**config.mk**
```make
export PLATFORM = sky130hd
export DESIGN_NAME = codec_sport
export DESIGN_NICKNAME = d
export VERILOG_FILES = /design/src/rtl/codec_sport_pkg.sv /design/src/rtl/sport_edge_det.sv /design/src/rtl/sport_shifter.sv /design/src/rtl/sport_reg_bank.sv /design/src/rtl/sport_router.sv /design/src/rtl/codec_sport.sv
export SDC_FILE = /design/constraint.sdc
export NUM_CORES = 1
export LEC_CHECK = 0
export BUFFER_PORTS_ARGS = -buffer_cell sky130_fd_sc_hd__buf_2
export CORE_MARGIN = 4
export CORE_UTILIZATION = 60
export DETAILED_ROUTE_END_ITERATION = 8
export HOLD_SLACK_MARGIN = 0.06
export PLACE_DENSITY = 0.91
export SETUP_SLACK_MARGIN = 0.4
export SLEW_MARGIN = 10
export SYNTH_ARGS = -nofsm -noshare
export SYNTH_HDL_FRONTEND = slang
export SYNTH_HIERARCHICAL = 1
export SYNTH_SLANG_ARGS = --single-unit
```
**constraint.sdc**
```tcl
create_clock -name clk -period 5.4 [get_ports clk]
set_clock_uncertainty 0.1 [all_clocks]
set_input_delay 0.54 -clock clk [delete_from_list [all_inputs] [get_ports clk]]
set_output_delay 0.54 -clock clk [all_outputs]
set_load 0.01 [all_outputs]
```
**src/rtl/codec_sport_pkg.sv**
```systemverilog
package codec_sport_pkg;

    localparam int WORD_W   = 16;
    localparam int REG_W    = 8;
    localparam int ADDR_W   = 3;
    localparam int NUM_REGS = 6;
    localparam int RSVD_W   = WORD_W - 2 - ADDR_W - REG_W;

    typedef enum logic [1:0] {
        ROUTE_CTRL  = 2'd0,
        ROUTE_DATA  = 2'd1,
        ROUTE_SPLIT = 2'd2
    } route_e;

    typedef struct packed {
        logic              flag;
        logic              rd;
        logic [ADDR_W-1:0] addr;
        logic [RSVD_W-1:0] rsvd;
        logic [REG_W-1:0]  data;
    } ctl_word_t;

    function automatic route_e decode_route(input logic [1:0] sel);
        if (!sel[0])
            return ROUTE_CTRL;
        else if (sel[1])
            return ROUTE_SPLIT;
        else
            return ROUTE_DATA;
    endfunction

    function automatic logic [WORD_W-1:0] readback_word(input logic [ADDR_W-1:0] a,
                                                        input logic [REG_W-1:0]  d);
        ctl_word_t w;
        w.flag = 1'b1;
        w.rd   = 1'b1;
        w.addr = a;
        w.rsvd = '0;
        w.data = d;
        return w;
    endfunction

    function automatic logic [WORD_W-1:0] split_adc(input logic [WORD_W-1:0] s);
        return {1'b0, s[WORD_W-1:1]};
    endfunction

endpackage

```
**src/rtl/sport_edge_det.sv**
```systemverilog
module sport_edge_det (
    input  logic clk,
    input  logic rst,
    input  logic sclk_i,
    output logic rise_o,
    output logic fall_o
);
    logic sclk_q;

    always_ff @(posedge clk) begin
        if (rst)
            sclk_q <= 1'b0;
        else
            sclk_q <= sclk_i;
    end

    assign rise_o = sclk_i & ~sclk_q;
    assign fall_o = ~sclk_i & sclk_q;
endmodule

```
**src/rtl/sport_shifter.sv**
```systemverilog
module sport_shifter #(
    parameter int W = 16
) (
    input  logic         clk,
    input  logic         rst,
    input  logic         rise_i,
    input  logic         fall_i,
    input  logic         fsync_i,
    input  logic         sdi_i,
    input  logic         load_i,
    input  logic [W-1:0] load_word_i,
    output logic         sdo_o,
    output logic         commit_o,
    output logic [W-1:0] rx_word_o
);
    localparam int CW = $clog2(W);

    logic [W-1:0]  sh;
    logic          active;
    logic [CW-1:0] cnt;
    logic          done_pend;

    always_ff @(posedge clk) begin
        if (rst) begin
            sh        <= '0;
            active    <= 1'b0;
            cnt       <= '0;
            done_pend <= 1'b0;
            commit_o  <= 1'b0;
        end else begin
            commit_o <= 1'b0;
            if (load_i)
                sh <= load_word_i;
            else if (rise_i && active)
                sh <= {sh[W-2:0], sdi_i};

            if (rise_i) begin
                if (active) begin
                    cnt <= cnt + 1'b1;
                    if (cnt == CW'(W-1)) begin
                        active    <= 1'b0;
                        done_pend <= 1'b1;
                    end
                end else if (fsync_i) begin
                    active <= 1'b1;
                    cnt    <= '0;
                end
            end

            if (fall_i && done_pend) begin
                commit_o  <= 1'b1;
                done_pend <= 1'b0;
            end
        end
    end

    assign sdo_o     = sh[W-1];
    assign rx_word_o = sh;
endmodule

```
**src/rtl/sport_reg_bank.sv**
```systemverilog
module sport_reg_bank #(
    parameter int NUM = 6,
    parameter int RW  = 8,
    parameter int AW  = 3
) (
    input  logic            clk,
    input  logic            rst,
    input  logic            wr_en_i,
    input  logic [AW-1:0]   wr_addr_i,
    input  logic [RW-1:0]   wr_data_i,
    input  logic [AW-1:0]   rd_addr_i,
    output logic [RW-1:0]   rd_data_o,
    output logic [NUM*RW-1:0] regs_o
);
    logic [RW-1:0] regs [NUM];

    for (genvar g = 0; g < NUM; g++) begin : g_reg
        always_ff @(posedge clk) begin
            if (rst)
                regs[g] <= '0;
            else if (wr_en_i && wr_addr_i == AW'(g))
                regs[g] <= wr_data_i;
        end
        assign regs_o[g*RW +: RW] = regs[g];
    end

    always_comb begin
        rd_data_o = '0;
        for (int i = 0; i < NUM; i++) begin
            if (rd_addr_i == AW'(i))
                rd_data_o = regs[i];
        end
    end
endmodule

```
**src/rtl/sport_router.sv**
```systemverilog
module sport_router
    import codec_sport_pkg::*;
(
    input  logic              clk,
    input  logic              rst,
    input  logic              commit_i,
    input  logic [WORD_W-1:0] rx_word_i,
    input  route_e            route_i,
    input  logic [REG_W-1:0]  rd_data_i,
    input  logic              sample_evt_i,
    input  logic [WORD_W-1:0] adc_i,
    output logic              wr_en_o,
    output logic [ADDR_W-1:0] addr_o,
    output logic [REG_W-1:0]  wr_data_o,
    output logic [WORD_W-1:0] dac_o,
    output logic [WORD_W-1:0] load_word_o,
    output logic              rd_pend_o
);
    logic              is_ctl;
    logic              is_rd;
    logic [WORD_W-1:0] rd_word;

    assign addr_o    = rx_word_i[WORD_W-3 -: ADDR_W];
    assign wr_data_o = rx_word_i[REG_W-1:0];
    assign is_rd     = rx_word_i[WORD_W-2];

    always_comb begin
        is_ctl = 1'b0;
        case (route_i)
            ROUTE_CTRL:  is_ctl = 1'b1;
            ROUTE_SPLIT: is_ctl = rx_word_i[WORD_W-1];
            default:     is_ctl = 1'b0;
        endcase
    end

    assign wr_en_o = commit_i && is_ctl && !is_rd;

    always_ff @(posedge clk) begin
        if (rst) begin
            dac_o     <= '0;
            rd_pend_o <= 1'b0;
            rd_word   <= '0;
        end else begin
            if (sample_evt_i)
                rd_pend_o <= 1'b0;
            if (commit_i) begin
                if (is_ctl) begin
                    if (is_rd) begin
                        rd_pend_o <= 1'b1;
                        rd_word   <= readback_word(addr_o, rd_data_i);
                    end
                end else if (route_i == ROUTE_SPLIT) begin
                    dac_o <= {rx_word_i[WORD_W-2:0], 1'b0};
                end else begin
                    dac_o <= rx_word_i;
                end
            end
        end
    end

    always_comb begin
        if (rd_pend_o)
            load_word_o = rd_word;
        else if (route_i == ROUTE_SPLIT)
            load_word_o = split_adc(adc_i);
        else
            load_word_o = adc_i;
    end
endmodule

```
**src/rtl/codec_sport.sv**
```systemverilog
module codec_sport
    import codec_sport_pkg::*;
#(
    parameter int NUM_REGS_P = NUM_REGS
) (
    input  logic                      clk,
    input  logic                      rst,
    input  logic                      sclk,
    input  logic                      fsync,
    input  logic                      sdi,
    output logic                      sdo,
    input  logic                      sample_evt,
    input  logic [WORD_W-1:0]         adc_in,
    output logic [WORD_W-1:0]         dac_out,
    output logic [NUM_REGS_P*REG_W-1:0] ctrl_regs
);
    logic              sclk_rise;
    logic              sclk_fall;
    logic              frame_commit;
    logic [WORD_W-1:0] rx_word;
    logic [WORD_W-1:0] load_word;
    logic              read_pending;
    logic              wr_en;
    logic [ADDR_W-1:0] reg_addr;
    logic [REG_W-1:0]  wr_data;
    logic [REG_W-1:0]  rd_data;
    route_e            route;

    assign route = decode_route(ctrl_regs[1:0]);

    sport_edge_det u_edge (
        .clk    (clk),
        .rst    (rst),
        .sclk_i (sclk),
        .rise_o (sclk_rise),
        .fall_o (sclk_fall)
    );

    sport_shifter #(.W(WORD_W)) u_shift (
        .clk         (clk),
        .rst         (rst),
        .rise_i      (sclk_rise),
        .fall_i      (sclk_fall),
        .fsync_i     (fsync),
        .sdi_i       (sdi),
        .load_i      (sample_evt),
        .load_word_i (load_word),
        .sdo_o       (sdo),
        .commit_o    (frame_commit),
        .rx_word_o   (rx_word)
    );

    sport_router u_route (
        .clk          (clk),
        .rst          (rst),
        .commit_i     (frame_commit),
        .rx_word_i    (rx_word),
        .route_i      (route),
        .rd_data_i    (rd_data),
        .sample_evt_i (sample_evt),
        .adc_i        (adc_in),
        .wr_en_o      (wr_en),
        .addr_o       (reg_addr),
        .wr_data_o    (wr_data),
        .dac_o        (dac_out),
        .load_word_o  (load_word),
        .rd_pend_o    (read_pending)
    );

    sport_reg_bank #(.NUM(NUM_REGS_P), .RW(REG_W), .AW(ADDR_W)) u_bank (
        .clk       (clk),
        .rst       (rst),
        .wr_en_i   (wr_en),
        .wr_addr_i (reg_addr),
        .wr_data_i (wr_data),
        .rd_addr_i (reg_addr),
        .rd_data_o (rd_data),
        .regs_o    (ctrl_regs)
    );
endmodule

```
; ---- Word-level counts from Yosys, hierarchy flattened
; Memories as Yosys holds them, arrays and structs flattened.
; Cells that the tools add are included.
; Widths: inputs -> output; s select.
[word_totals]
input_bits = 22
word_cells = 99
ramBits = 48
out_inout_bits = 65
mem_bits_ro = 0
memories = 1
register_bits = 53
latch_bits = 0
[op_classes]
eq_ne = 7
n_lt_le_gt_ge = 0
mux = 50
shift = 0
add_sub_neg = 1
mul = 0
bitwise = 11
div_mod_pow = 0
reduce_logical = 20
[mem_list]
columns = name, depth, width, rd, rd_ports_with_merged_regs, wr, line_no
row1 = u_bank.regs, 6, 8, 6, 0, 6, sport_reg_bank.sv:15  ; logic [RW-1:0] regs [NUM];
[ops]
columns = op, n
row1 = $mux 8, 12
row2 = $mux 16, 5
row3 = $mux 1, 28
row4 = $logic_and 1x1->1, 10
row5 = $mux 4, 2
row6 = $eq 3x2->1 const B, 2
row7 = $eq 3x3->1 const B, 2
row8 = $or 1x1->1, 6
row9 = $reduce_and 3->1, 2
row10 = $add 4x1->4 const B, 1
row11 = $eq 4x4->1 const B, 1
row12 = $mux 2, 2
row13 = $reduce_and 2->1, 2
row14 = $reduce_bool 2->1, 2
row15 = $eq 3x1->1 const B, 1
row16 = $logic_not 3->1, 1
row17 = $not 1->1, 3
row18 = $and 1x1->1, 2
row19 = $eq 2x2->1 const B, 1
row20 = $logic_not 2->1, 1
row21 = $pmux 1 s2, 1
row22 = $reduce_or 2->1, 1
row23 = $logic_not 1->1, 1

; ---- Longest topological paths before layout
; Gate-level depths: netlist of run 1.
; An unclocked memory read counts as a cell.
[depth]
ltp_word = 12
ltp_mapped = 8
ltp_nobuf = 6

; ---- Hierarchy
; Netlist of run 1, hierarchy kept.
[modules_own_cells]
columns = mod, area_each_um2, cells_each, n_inst, seq_area_each_um2
row1 = sport_reg_bank, 2341.0, 164, 1, 1441.4
row2 = sport_router, 1901.8, 214, 1, 580.6
row3 = sport_shifter, 1062.3, 125, 1, 460.4
row4 = sport_edge_det, 38.8, 4, 1, 20.0
row5 = codec_sport, 16.3, 2, 1, 0.0

; ---- Worst setup path after synthesis of run 1
; Ideal clock, no wire load.
[synth_path]
path_kind = register to register
start = memory u_bank.regs[0][0]
end = memory u_bank.regs[3][0], enable pin
t_arrival_ps = 2094
stages_incl_launch_ff = 7
required_ps = 4925
synth_period_minus_slack_ps = 2568
n_path_buf = 2
setup_ps = 375
path_slack_ps = 2832
path_cell_list = edfxtp_1 and2b_2 buf_2 buf_2 nor4_1 nand2_1 o21bai_1
[synth_lines]
columns = item, line_no
row1 = start: declaration, sport_reg_bank.sv:15

==> results of run 1 <==
## final cells by class
cell class | count | share of cell area (%)
Clock inverter | 4 | 0.427
Sequential cell | 101 | 42.8
Multi-Input combinational cell | 355 | 43.4
Tap cell | 108 | 2.31
Inverter | 3 | 0.192
Clock buffer | 12 | 3.21
Timing Repair Buffer | 89 | 7.74
## metal layers
layer,vias up,GRT usage [%],routed length (um)
met2,197,41.7,6420
met4,0,10.7,333
met5,-,0,0
met3,29,3.45,958
li1,1925,-,-
met1,1960,33.0,5200
## cells in the final DEF (no fill, tap or decap), types with 6 or more instances in the layout
cell and instances:
o21ba_2 15, a211oi_1 17, mux2i_1 61, and2_1 48, nor3_1 19, buf_2 86, nor2_1 6, dfxtp_1 52
o31ai_1 14, nand2_1 26, nand2b_1 24, o21a_1 9, o21ai_0 14, edfxtp_1 48, and3_1 16, a21oi_1 20
a221oi_1 8, nor2b_1 22, clkbuf_8 10
## power by group
| group | total (mW) | switching, mW | internal, mW |
|---|---|---|---|
| sequential | 0.864 | 0.0422 | 0.822 |
| clock | 0.496 | 0.260 | 0.236 |
| combinational | 0.148 | 0.0846 | 0.0634 |
| total | 1.51 | 0.387 | 1.12 |
## path summary, 6_finish.rpt
check | startpoint | to | slack (ns) | depth (start not counted)
worst max-delay path | u_shift/commit_o$_SDFF_PP0_ | u_bank/regs[3][7]$_SDFFCE_PN0P_ | 2.40 | 4
worst min-delay path | sclk | u_edge/sclk_q$_SDFF_PP0_ | 0.30 | 2
worst max register to register | u_shift/commit_o$_SDFF_PP0_ | u_bank/regs[3][7]$_SDFFCE_PN0P_ | 2.40 | 4
worst min register to register | u_shift/done_pend$_SDFFE_PP0P_ | u_shift/commit_o$_SDFF_PP0_ | 0.37 | 2
## stage by stage
stage	cells	power (mW)	setup WS (ns)	utilization, %	hold slack (ns)
after global routing	672	1.56	2.18	67.1	0.303
after global placement	656	1.02	2.60	64.7	0.335
after floorplan	509	0.977	2.83	-	0.319
after CTS	672	1.51	2.51	67.1	0.298
after detailed placement	656	1.03	2.50	64.7	0.335
final	672	1.51	2.40	67.1	0.305
## state kept, by name, summed over array words and instances (netlist names)
signal,flops
u_shift/rx_word_o,16
u_bank/regs,48
u_route/dac_o,16
u_edge/sclk_q,1
u_route/rd_pend_o,1
u_shift/active,1
u_shift/commit_o,1
u_route/rd_word,12
u_shift/cnt,4
u_shift/done_pend,1
## cells by family after synthesis
group                      after synthesis  share of synthesized area [%]
adders and majority gates                1                          0.233
and+or+nand+nor                        183                           20.9
buffers and inverters                   53                           5.93
DFF                                    101                           46.7
AOI/OAI and AO/OA                      110                           14.8
muxes                                   61                           11.4
## critical path: cells and delay by family, from the launching register on
| kind | cells | cell delay, ns |
|---|---|---|
| DFF | 1 | 0.77 |
| and+or+nand+nor | 2 | 0.85 |
| AOI/OAI and AO/OA | 1 | 0.69 |
| buffers and inverters | 1 | 0.22 |
==> out/metrics.yaml, run 1 <==
run_status:
  status: "finished clean"
logic_synthesis:
  avgSynthCellArea_um2: 10.5
  syn_inst: 509
  synthTopCellsByCount: "61 x mux2i_1, 53 x dfxtp_1, 48 x and2_1, 48 x edfxtp_1, 26 x nand2_1"
  synth_edf_count: 48
  ys_seq_elements: 101
  synthTopCellsByArea: "edfxtp_1 27%, dfxtp_1 20%, mux2i_1 11%, and2_1 5.6%, nand2b_1 2.8%"
  synth.most_common_cell: "mux2i_1"
  yosysTopAreaCell: "edfxtp_1"
  ys_seq_area_share_pct: 46.7
  synth_top_cell_area_share_pct: 26.9
  synth_area_mm2: 0.00536
  syn_nets: 532
  async_flop_share_pct: 0
  synth-main-ff-cell: "dfxtp_1"
  yosysWarnings: 6
  ys_types: 48
placement:
  hpwl_mm: 8.79
  gp_congestion: 0.899
  port_buffers: 86
  place_area_mm2: 0.00564
cts:
  clock_latency_ns: 0.37
  cts.htree.levels: 3
  clock-sinks: 101
  cts_setup_buffers: 0
  hold_buffers: 0
  numCtsBuffers: 9
  clockBufferDepth: 2
  cts_tree: "done"
  cts.clk_slew.worst_paths_ns: 0.10
  cts_root_buf: "clkbuf_8"
  ctsResizeCount: 0
min_path:
  hold_class: "input port to register"
routing:
  finalWirelength_mm: 12.9
  ant_nets: 0
  avgRoutedWirePerCell_um: 19.2
  vias: 4111
  dr.pass1.iters: 5
  drc_errors: 0
  drtIter0Drc: 472
  routed_via_density: 6.12
sta:
  hold_viol: 0
  setup_viol: 0
  slew_viol_final: 0
  fmax_mhz: 333
  fin_setup_tns_ns: 0
  worstMarginPinSlew_ns: 1.14
  rsz0062_at_grt: "no"
  min_period_ns: 3.00
  relSlewSlack_pct: 23.4
  fin_crit_sh_pct: 55.5
global_route:
  grt_first_pass_wirelength_mm: 20.2
  antenna_found_initial: 0
  grt_start_max_net_pins: 74
  overflow: 0
  grt_util_all_layers_pct: 25.1
  grt_pass1_vias: 3889
die:
  rows: 34
  die_h_um: 103
  core_area_mm2: 0.00872
  ioPinCount: 87
  start_util_pct: 61.5
  fp.dieArea_mm2: 0.0105
  fp.dieW_um: 103
worst_setup_path:
  critPathRequiredTime_ns: 5.29
  crit_chain: "inv_1 > nor4_1 > nand2_1 > o21bai_1"
  start_kind: "register"
  crit_fanout: 19
  arrival_ns: 2.89
  critPathCaptureType: "register"
  crit_type: "register to register"
  worst_path_max_delay_cell: "dfxtp_1"
  cpPeakStageDelay_ns: 0.77
cells_and_area:
  multi_input_area_mm2: 0.00254
  fin_nets: 582
  design_area_mm2: 0.00586
  fill_cells: 640
  drive_gt1_share_pct: 24.5
  num_antenna_cells: 0
  regArea_mm2: 0.00250
  area_growth_pct: 9.24
flow_run:
  cap_violations: 0
power_and_ir_drop:
  leakage_nw: 2.43
  p_per_area_mw_per_mm2: 258
  ir_drop_uv: 115
Power figures use the tool's default switching activity.
==> inputs of run 2 (changes only) <==
--- a/config.mk
+++ b/config.mk
@@ -7,10 +7,10 @@
 export LEC_CHECK = 0
 export BUFFER_PORTS_ARGS = -buffer_cell sky130_fd_sc_hd__buf_2
 export CORE_MARGIN = 4
-export CORE_UTILIZATION = 60
+export CORE_UTILIZATION = 51
 export DETAILED_ROUTE_END_ITERATION = 8
 export HOLD_SLACK_MARGIN = 0.06
-export PLACE_DENSITY = 0.91
+export PLACE_DENSITY = 0.83
 export SETUP_SLACK_MARGIN = 0.4
 export SLEW_MARGIN = 10
 export SYNTH_ARGS = -nofsm -noshare
==> constraint.sdc (replaced) <==
create_clock -name clk -period 2.6 [get_ports clk]
set_clock_uncertainty 0.1 [all_clocks]
set_input_delay 0.26 -clock clk [delete_from_list [all_inputs] [get_ports clk]]
set_output_delay 0.26 -clock clk [all_outputs]
set_load 0.01 [all_outputs]
==> out/metrics.yaml, run 2 (same netlist as run 1, synthesis figures left out) <==
worst_setup_path:
  arrival_ns: 2.43  # -0.46 ns
  critPathRequiredTime_ns: 2.75  # -2.54 ns
  start_kind: "register"
  crit_fanout: 8  # -11
  cpPeakStageDelay_ns: 0.49  # -0.28 ns
  crit_top_cell: "and2_4"
  critPathCaptureType: "register"
  worst_path_max_delay_cell: "or3b_4"
  crit_type: "register to register"
  crit_chain: "and2_4 > nor2b_4 > nor4_4 > or3b_4 > nor3_4 > buf_12 > and2_4"
cells_and_area:
  fin_cells: 723  # +7.6%
  regArea_mm2: 0.00250  # unchanged
  final_common_cell: "buf_2"
  multi_input_area_mm2: 0.00265  # +4.1%
  area_growth_pct: 16.1
  fill_cells: 831  # +30%
  fin_nets: 605  # +4.0%
  drive_gt1_share_pct: 29.5  # +5.0 points
  num_antenna_cells: 0  # unchanged
  final_cell_mix: "86 x buf_2, 61 x mux2i_1, 52 x dfxtp_1"
  largest_reg_flops: 48  # unchanged
  regMostFlops: "u_bank/regs"
routing:
  drc_errors: 0  # unchanged
  vias: 4238  # +3.1%
  avgRoutedWirePerCell_um: 19.0  # -1.2%
  dr.pass1.iters: 5  # unchanged
  drtIter0Drc: 448  # -5.1%
  ant_nets: 0  # unchanged
  routed_via_density: 5.86  # -4.2%
  finalWirelength_mm: 13.7  # +6.3%
sta:
  fin_hold_ws_ns: 0.146  # -0.159 ns
  fin_crit_sh_pct: 87.9  # +32 points
  hold_viol: 0  # unchanged
  worstMarginPinSlew_ns: 0.875  # -0.269 ns
  slew_viol_final: 0  # unchanged
  fmax_mhz: 438  # +31%
  fin_setup_tns_ns: 0  # unchanged
  setup_viol: 0  # unchanged
  min_period_ns: 2.29  # -0.714 ns
  fin_ws_ns: 0.314  # -2.09 ns
  relSlewSlack_pct: 41.6  # +18 points
  rsz0062_at_grt: "yes"
die:
  die_h_um: 111  # +7.8%
  start_util_pct: 52.2  # -9.3 points
  ioPinCount: 87  # unchanged
  fp.dieArea_mm2: 0.0122  # +16%
  core_area_mm2: 0.0103  # +18%
  rows: 37  # +8.8%
  fp.dieW_um: 111  # +7.8%
cts:
  cts_tree: "done"
  cts_root_buf: "clkbuf_8"
  cts.htree.levels: 3  # unchanged
  numCtsBuffers: 9  # unchanged
  cts.clk_slew.worst_paths_ns: 0.11  # about the same
  clockBufferDepth: 2  # unchanged
  clock-sinks: 101  # unchanged
  clock_latency_ns: 0.37  # about the same
placement:
  place_inst: 697  # +6.3%
  place_ws_ns: 0.328  # -2.17 ns
  gp_congestion: 0.883  # -1.8%
  port_buffers: 86  # unchanged
  hpwl_mm: 9.13  # +3.9%
global_route:
  grt_util_all_layers_pct: 21.7  # -3.4 points
  grt_pass1_vias: 4033  # +3.7%
  grt_first_pass_wirelength_mm: 21.7  # +7.1%
  grt_start_max_net_pins: 40  # -46%
  overflow: 0  # unchanged
  antenna_found_initial: 0  # unchanged
power_and_ir_drop:
  ir_drop_uv: 386  # +240%
  power.total_mw: 3.28  # +120%
  p_per_area_mw_per_mm2: 527  # +100%
  leakage_nw: 2.60  # +6.7%
flow_run:
  cap_violations: 0  # unchanged
min_path:
  hold_class: "input port to register"
run_status:
  status: "finished clean"
-- run 2: final timing paths --
check        depth (start not counted)  slack, ns                         endpoint                       startpoint
min reg2reg                          2       0.35      u_shift/commit_o$_SDFF_PP0_   u_shift/done_pend$_SDFFE_PP0P_
max reg2reg                          7       0.31  u_bank/regs[5][7]$_SDFFCE_PN0P_  u_bank/regs[0][0]$_SDFFCE_PN0P_
min                                  3       0.15      u_shift/active$_SDFFE_PP0P_                            fsync
max                                  7       0.31  u_bank/regs[5][7]$_SDFFCE_PN0P_  u_bank/regs[0][0]$_SDFFCE_PN0P_
-- run 2: layout make-up --
cell class | instances | share of cell area, %
multi-input combinational | 355 | 42.5
inverter | 3 | 0.181
timing repair buffer | 112 | 10.6
sequential | 101 | 40.2
clock inverter | 7 | 1.75
tap | 136 | 2.73
clock buffer | 9 | 1.99
-- run 2: what timing repair did --
item / CTS / global route
gates resized for setup: 3 / 16
endpoints found under the hold margin: 2 / 0
setup buffers: 6 / 3
hold buffers: 1 / 0
pin swaps: 2 / 4
endpoints found under the setup margin: 26 / 91
-- run 2: critical path, delay by kind of cell, from the launching register on --
family        cells  cell delay (ns)
simple gates      6             1.49
flops             1             0.41
buf+inv           1             0.16
-- run 2: metrics by stage --
step	area (um2)	utilization [%]
floorplan	5400	-
detailed placement	5820	56.6
CTS	6120	59.6
finish	6220	60.6
global placement	5820	56.6
global route	6220	60.6
-- run 2: power breakdown --
part / internal [mW] / switching [mW]
clock network: 0.566 / 0.583
registers: 1.71 / 0.0771
logic: 0.150 / 0.198
-- run 2: per-layer routing --
layer	global-route usage, %	part of all wire [%]	vias up	routed length [um]
met5	0	0	-	0
met3	3.73	7.9	29	1090
met2	34.5	48	223	6630
li1	-	-	1978	-
met1	30.0	41	2008	5680
met4	7.80	2.4	0	325
==> inputs of run 3 (changes only) <==
--- a/config.mk
+++ b/config.mk
@@ -6,11 +6,14 @@
 export NUM_CORES = 1
 export LEC_CHECK = 0
 export BUFFER_PORTS_ARGS = -buffer_cell sky130_fd_sc_hd__buf_2
+export CELL_PAD_IN_SITES_DETAIL_PLACEMENT = 0
+export CELL_PAD_IN_SITES_GLOBAL_PLACEMENT = 1
 export CORE_MARGIN = 4
-export CORE_UTILIZATION = 51
+export CORE_UTILIZATION = 40
 export DETAILED_ROUTE_END_ITERATION = 8
 export HOLD_SLACK_MARGIN = 0.06
 export PLACE_DENSITY = 0.83
+export REMOVE_ABC_BUFFERS = 1
 export SETUP_SLACK_MARGIN = 0.4
 export SLEW_MARGIN = 10
 export SYNTH_ARGS = -nofsm -noshare
==> out/metrics.yaml, run 3 (same netlist as run 1, synthesis figures left out) <==
cells_and_area:
  largest_reg_flops: 48  # unchanged
  area_growth_pct: 15.5
  fill_cells: 1209  # +45%
  final_common_cell: "buf_2"
  regMostFlops: "u_bank/regs"
  num_antenna_cells: 0  # unchanged
  final_cell_mix: "86 x buf_2, 61 x mux2i_1, 52 x dfxtp_1"
  fin_nets: 600  # -0.83%
  design_area_mm2: 0.00619  # -0.54%
  drive_gt1_share_pct: 26.8  # -2.7 points
power_and_ir_drop:
  leakage_nw: 2.55  # -1.7%
  p_seq_share_pct: 51.2  # -3.2 points
  p_comb_share_pct: 9.6  # -1.0 points
  power.total_mw: 3.50  # +6.5%
  p_int_mw: 2.61  # +7.5%
  clock_power_share_pct: 39.2  # +4.2 points
  switching_power_uw: 891  # +3.8%
  p_sw_share_pct: 25.5  # -0.67 points
  ir_drop_uv: 321  # -17%
  p_per_area_mw_per_mm2: 565  # +7.1%
global_route:
  grt_pass1_vias: 3990  # -1.1%
  grt-busiest-layer: "met2"
  use_met3_pct: 3.18  # -0.55 points
  gr-usage-met2_pct: 31.0  # -3.5 points
  grtUsageMet1_pct: 24.0  # -6.0 points
  grt_first_pass_wirelength_mm: 21.5  # -0.80%
  grt_start_max_net_pins: 37  # -7.5%
  grt_util_all_layers_pct: 18.3  # -3.4 points
  antenna_found_initial: 0  # unchanged
  overflow: 0  # unchanged
cts:
  cts.htree.levels: 3  # unchanged
  clock-sinks: 101  # unchanged
  cts.clk_slew.worst_paths_ns: 0.07  # -0.04 ns
  cts_root_buf: "clkbuf_16"
  numCtsBuffers: 9  # unchanged
  clockBufferDepth: 2  # unchanged
  clock_latency_ns: 0.35  # -0.02 ns
  cts_tree: "done"
die:
  rows: 42  # +14%
  fp.dieW_um: 124  # +12%
  core_area_mm2: 0.0132  # +28%
  fp.dieArea_mm2: 0.0153  # +25%
  die_h_um: 124  # +12%
  ioPinCount: 87  # unchanged
  start_util_pct: 40.6  # -12 points
sta:
  fin_setup_tns_ns: 0  # unchanged
  relSlewSlack_pct: 42.3  # +0.70 points
  worstMarginPinSlew_ns: 0.865  # -0.0105 ns
  fin_crit_sh_pct: 84.1  # -3.8 points
  fmax_mhz: 457  # +4.5%
  setup_viol: 0  # unchanged
  min_period_ns: 2.19  # -0.0978 ns
  slew_viol_final: 0  # unchanged
  rsz0062_at_grt: "yes"
  fin_ws_ns: 0.412  # +0.0978 ns
  fin_hold_ws_ns: 0.117  # -0.0288 ns
  hold_viol: 0  # unchanged
worst_setup_path:
  arrival_ns: 2.31  # -0.12 ns
  start_kind: "register"
  crit_type: "register to register"
  cpPeakStageDelay_ns: 0.45  # -0.04 ns
  crit_family: "simple AND/OR/NAND/NOR gates"
  r2r_start: "u_bank/regs[0][0]$_SDFFCE_PN0P_"
  crit_chain: "and2b_2 > nor4_2 > buf_4 > or3b_4 > nor3_4 > and2_1"
  worst_path_max_delay_cell: "or3b_4"
  cp.buffers_inverters: 1  # unchanged
  reg2reg_depth: 6  # -1
  r2r_end: "u_bank/regs[5][7]$_SDFFCE_PN0P_"
  critPathCaptureType: "register"
  crit_fanout: 8  # unchanged
  r2r_slack_ns: 0.41  # +0.10 ns
  critPathRequiredTime_ns: 2.72  # -0.03 ns
routing:
  finalWirelength_mm: 14.0  # +2.2%
  routed_via_density: 5.46  # -6.8%
  dr.pass1.iters: 5  # unchanged
  vias: 4141  # -2.3%
  ant_nets: 0  # unchanged
  drtIter0Drc: 352  # -21%
  avgRoutedWirePerCell_um: 18.5  # -2.5%
  drc_errors: 0  # unchanged
placement:
  hpwl_mm: 9.52  # +4.4%
  place_ws_ns: 0.348  # +0.0201 ns
  place_area_mm2: 0.00583  # +0.24%
  port_buffers: 86  # unchanged
  gp_congestion: 0.851  # -3.6%
min_path:
  hold_start: "fsync"
  hold_path_end: "u_shift/active$_SDFFE_PP0P_"
  hold_class: "input port to register"
  holdPathStages: 3  # unchanged
run_status:
  status: "finished clean"
flow_run:
  cap_violations: 0  # unchanged
## run 3: cell count changes in the layout (fill, tap and decap cells not counted), moves of 3 or more
cell	delta
and2_4	-5
clkbuf_8	-9
clkinvlp_4	+3
and2_1	+5
clkbuf_16	+9
a31o_4	-3
buf_4	-3
a31o_2	+3
## run 3: layout make-up
cell class | count | area, um2 | area share (%)
multi-input combinational | 355 | 2560 | 41.3
timing repair buffer | 107 | 598 | 9.66
tap | 176 | 220 | 3.56
clock buffer | 10 | 229 | 3.70
clock inverter | 6 | 70.1 | 1.13
inverter | 3 | 11.3 | 0.182
sequential | 101 | 2500 | 40.4
## run 3: routing by layer
metal / vias to the layer above / share of wire (%) / wire [um]
met1: 2014 / 44 / 6170
met5: - / 0 / 0
met2: 151 / 48 / 6720
li1: 1960 / - / -
met3: 16 / 6.4 / 896
met4: 0 / 1.7 / 233
## run 3: through the flow
step           util (%)  instances
2_1_floorplan         -        459
6_report           46.9        758
4_1_cts            46.8        758
3_3_place_gp       44.2        738
5_1_grt            46.9        758
3_5_place_dp       44.2        738
## run 3: power groups by stage
stage	clock network, mW	logic, mW	registers, mW
4_1_cts	1.39	0.332	1.79
5_1_grt	1.45	0.360	1.80
2_1_floorplan	0	0.167	1.82
3_5_place_dp	0	0.328	1.83
3_3_place_gp	0	0.322	1.82
6_report	1.37	0.334	1.79
## run 3: what timing repair did
item	in CTS	in global routing
resized for setup	2	4
hold buffers	1	0
pin swaps	1	1
setup buffers	3	0
endpoints found under the setup margin	32	52
endpoints found under the hold margin	1	0
## run 3: tightest hold or removal path, cell delays in order
cell     delay [ns]
buf_2          0.09
a21oi_1        0.06
nor3_1         0.11
## run 3: worst max-delay path by stage
stage | startpoint | to | slack, ns | cells past startpoint
after detailed placement | u_bank/regs[0][1]$_SDFFCE_PN0P_ | u_bank/regs[5][3]$_SDFFCE_PN0P_ | 0.35 | 7
after global routing | u_bank/regs[0][0]$_SDFFCE_PN0P_ | u_bank/regs[0][5]$_SDFFCE_PN0P_ | 0.31 | 6
after CTS | u_bank/regs[0][0]$_SDFFCE_PN0P_ | u_bank/regs[5][3]$_SDFFCE_PN0P_ | 0.38 | 6
after global placement | u_bank/regs[0][1]$_SDFFCE_PN0P_ | u_bank/regs[5][2]$_SDFFCE_PN0P_ | 0.45 | 7
final | u_bank/regs[0][0]$_SDFFCE_PN0P_ | u_bank/regs[5][7]$_SDFFCE_PN0P_ | 0.41 | 6
after floorplan | u_shift/rx_word_o[11]$_SDFFE_PP0P_ | u_bank/regs[3][0]$_SDFFCE_PN0P_ | -0.06 | 2
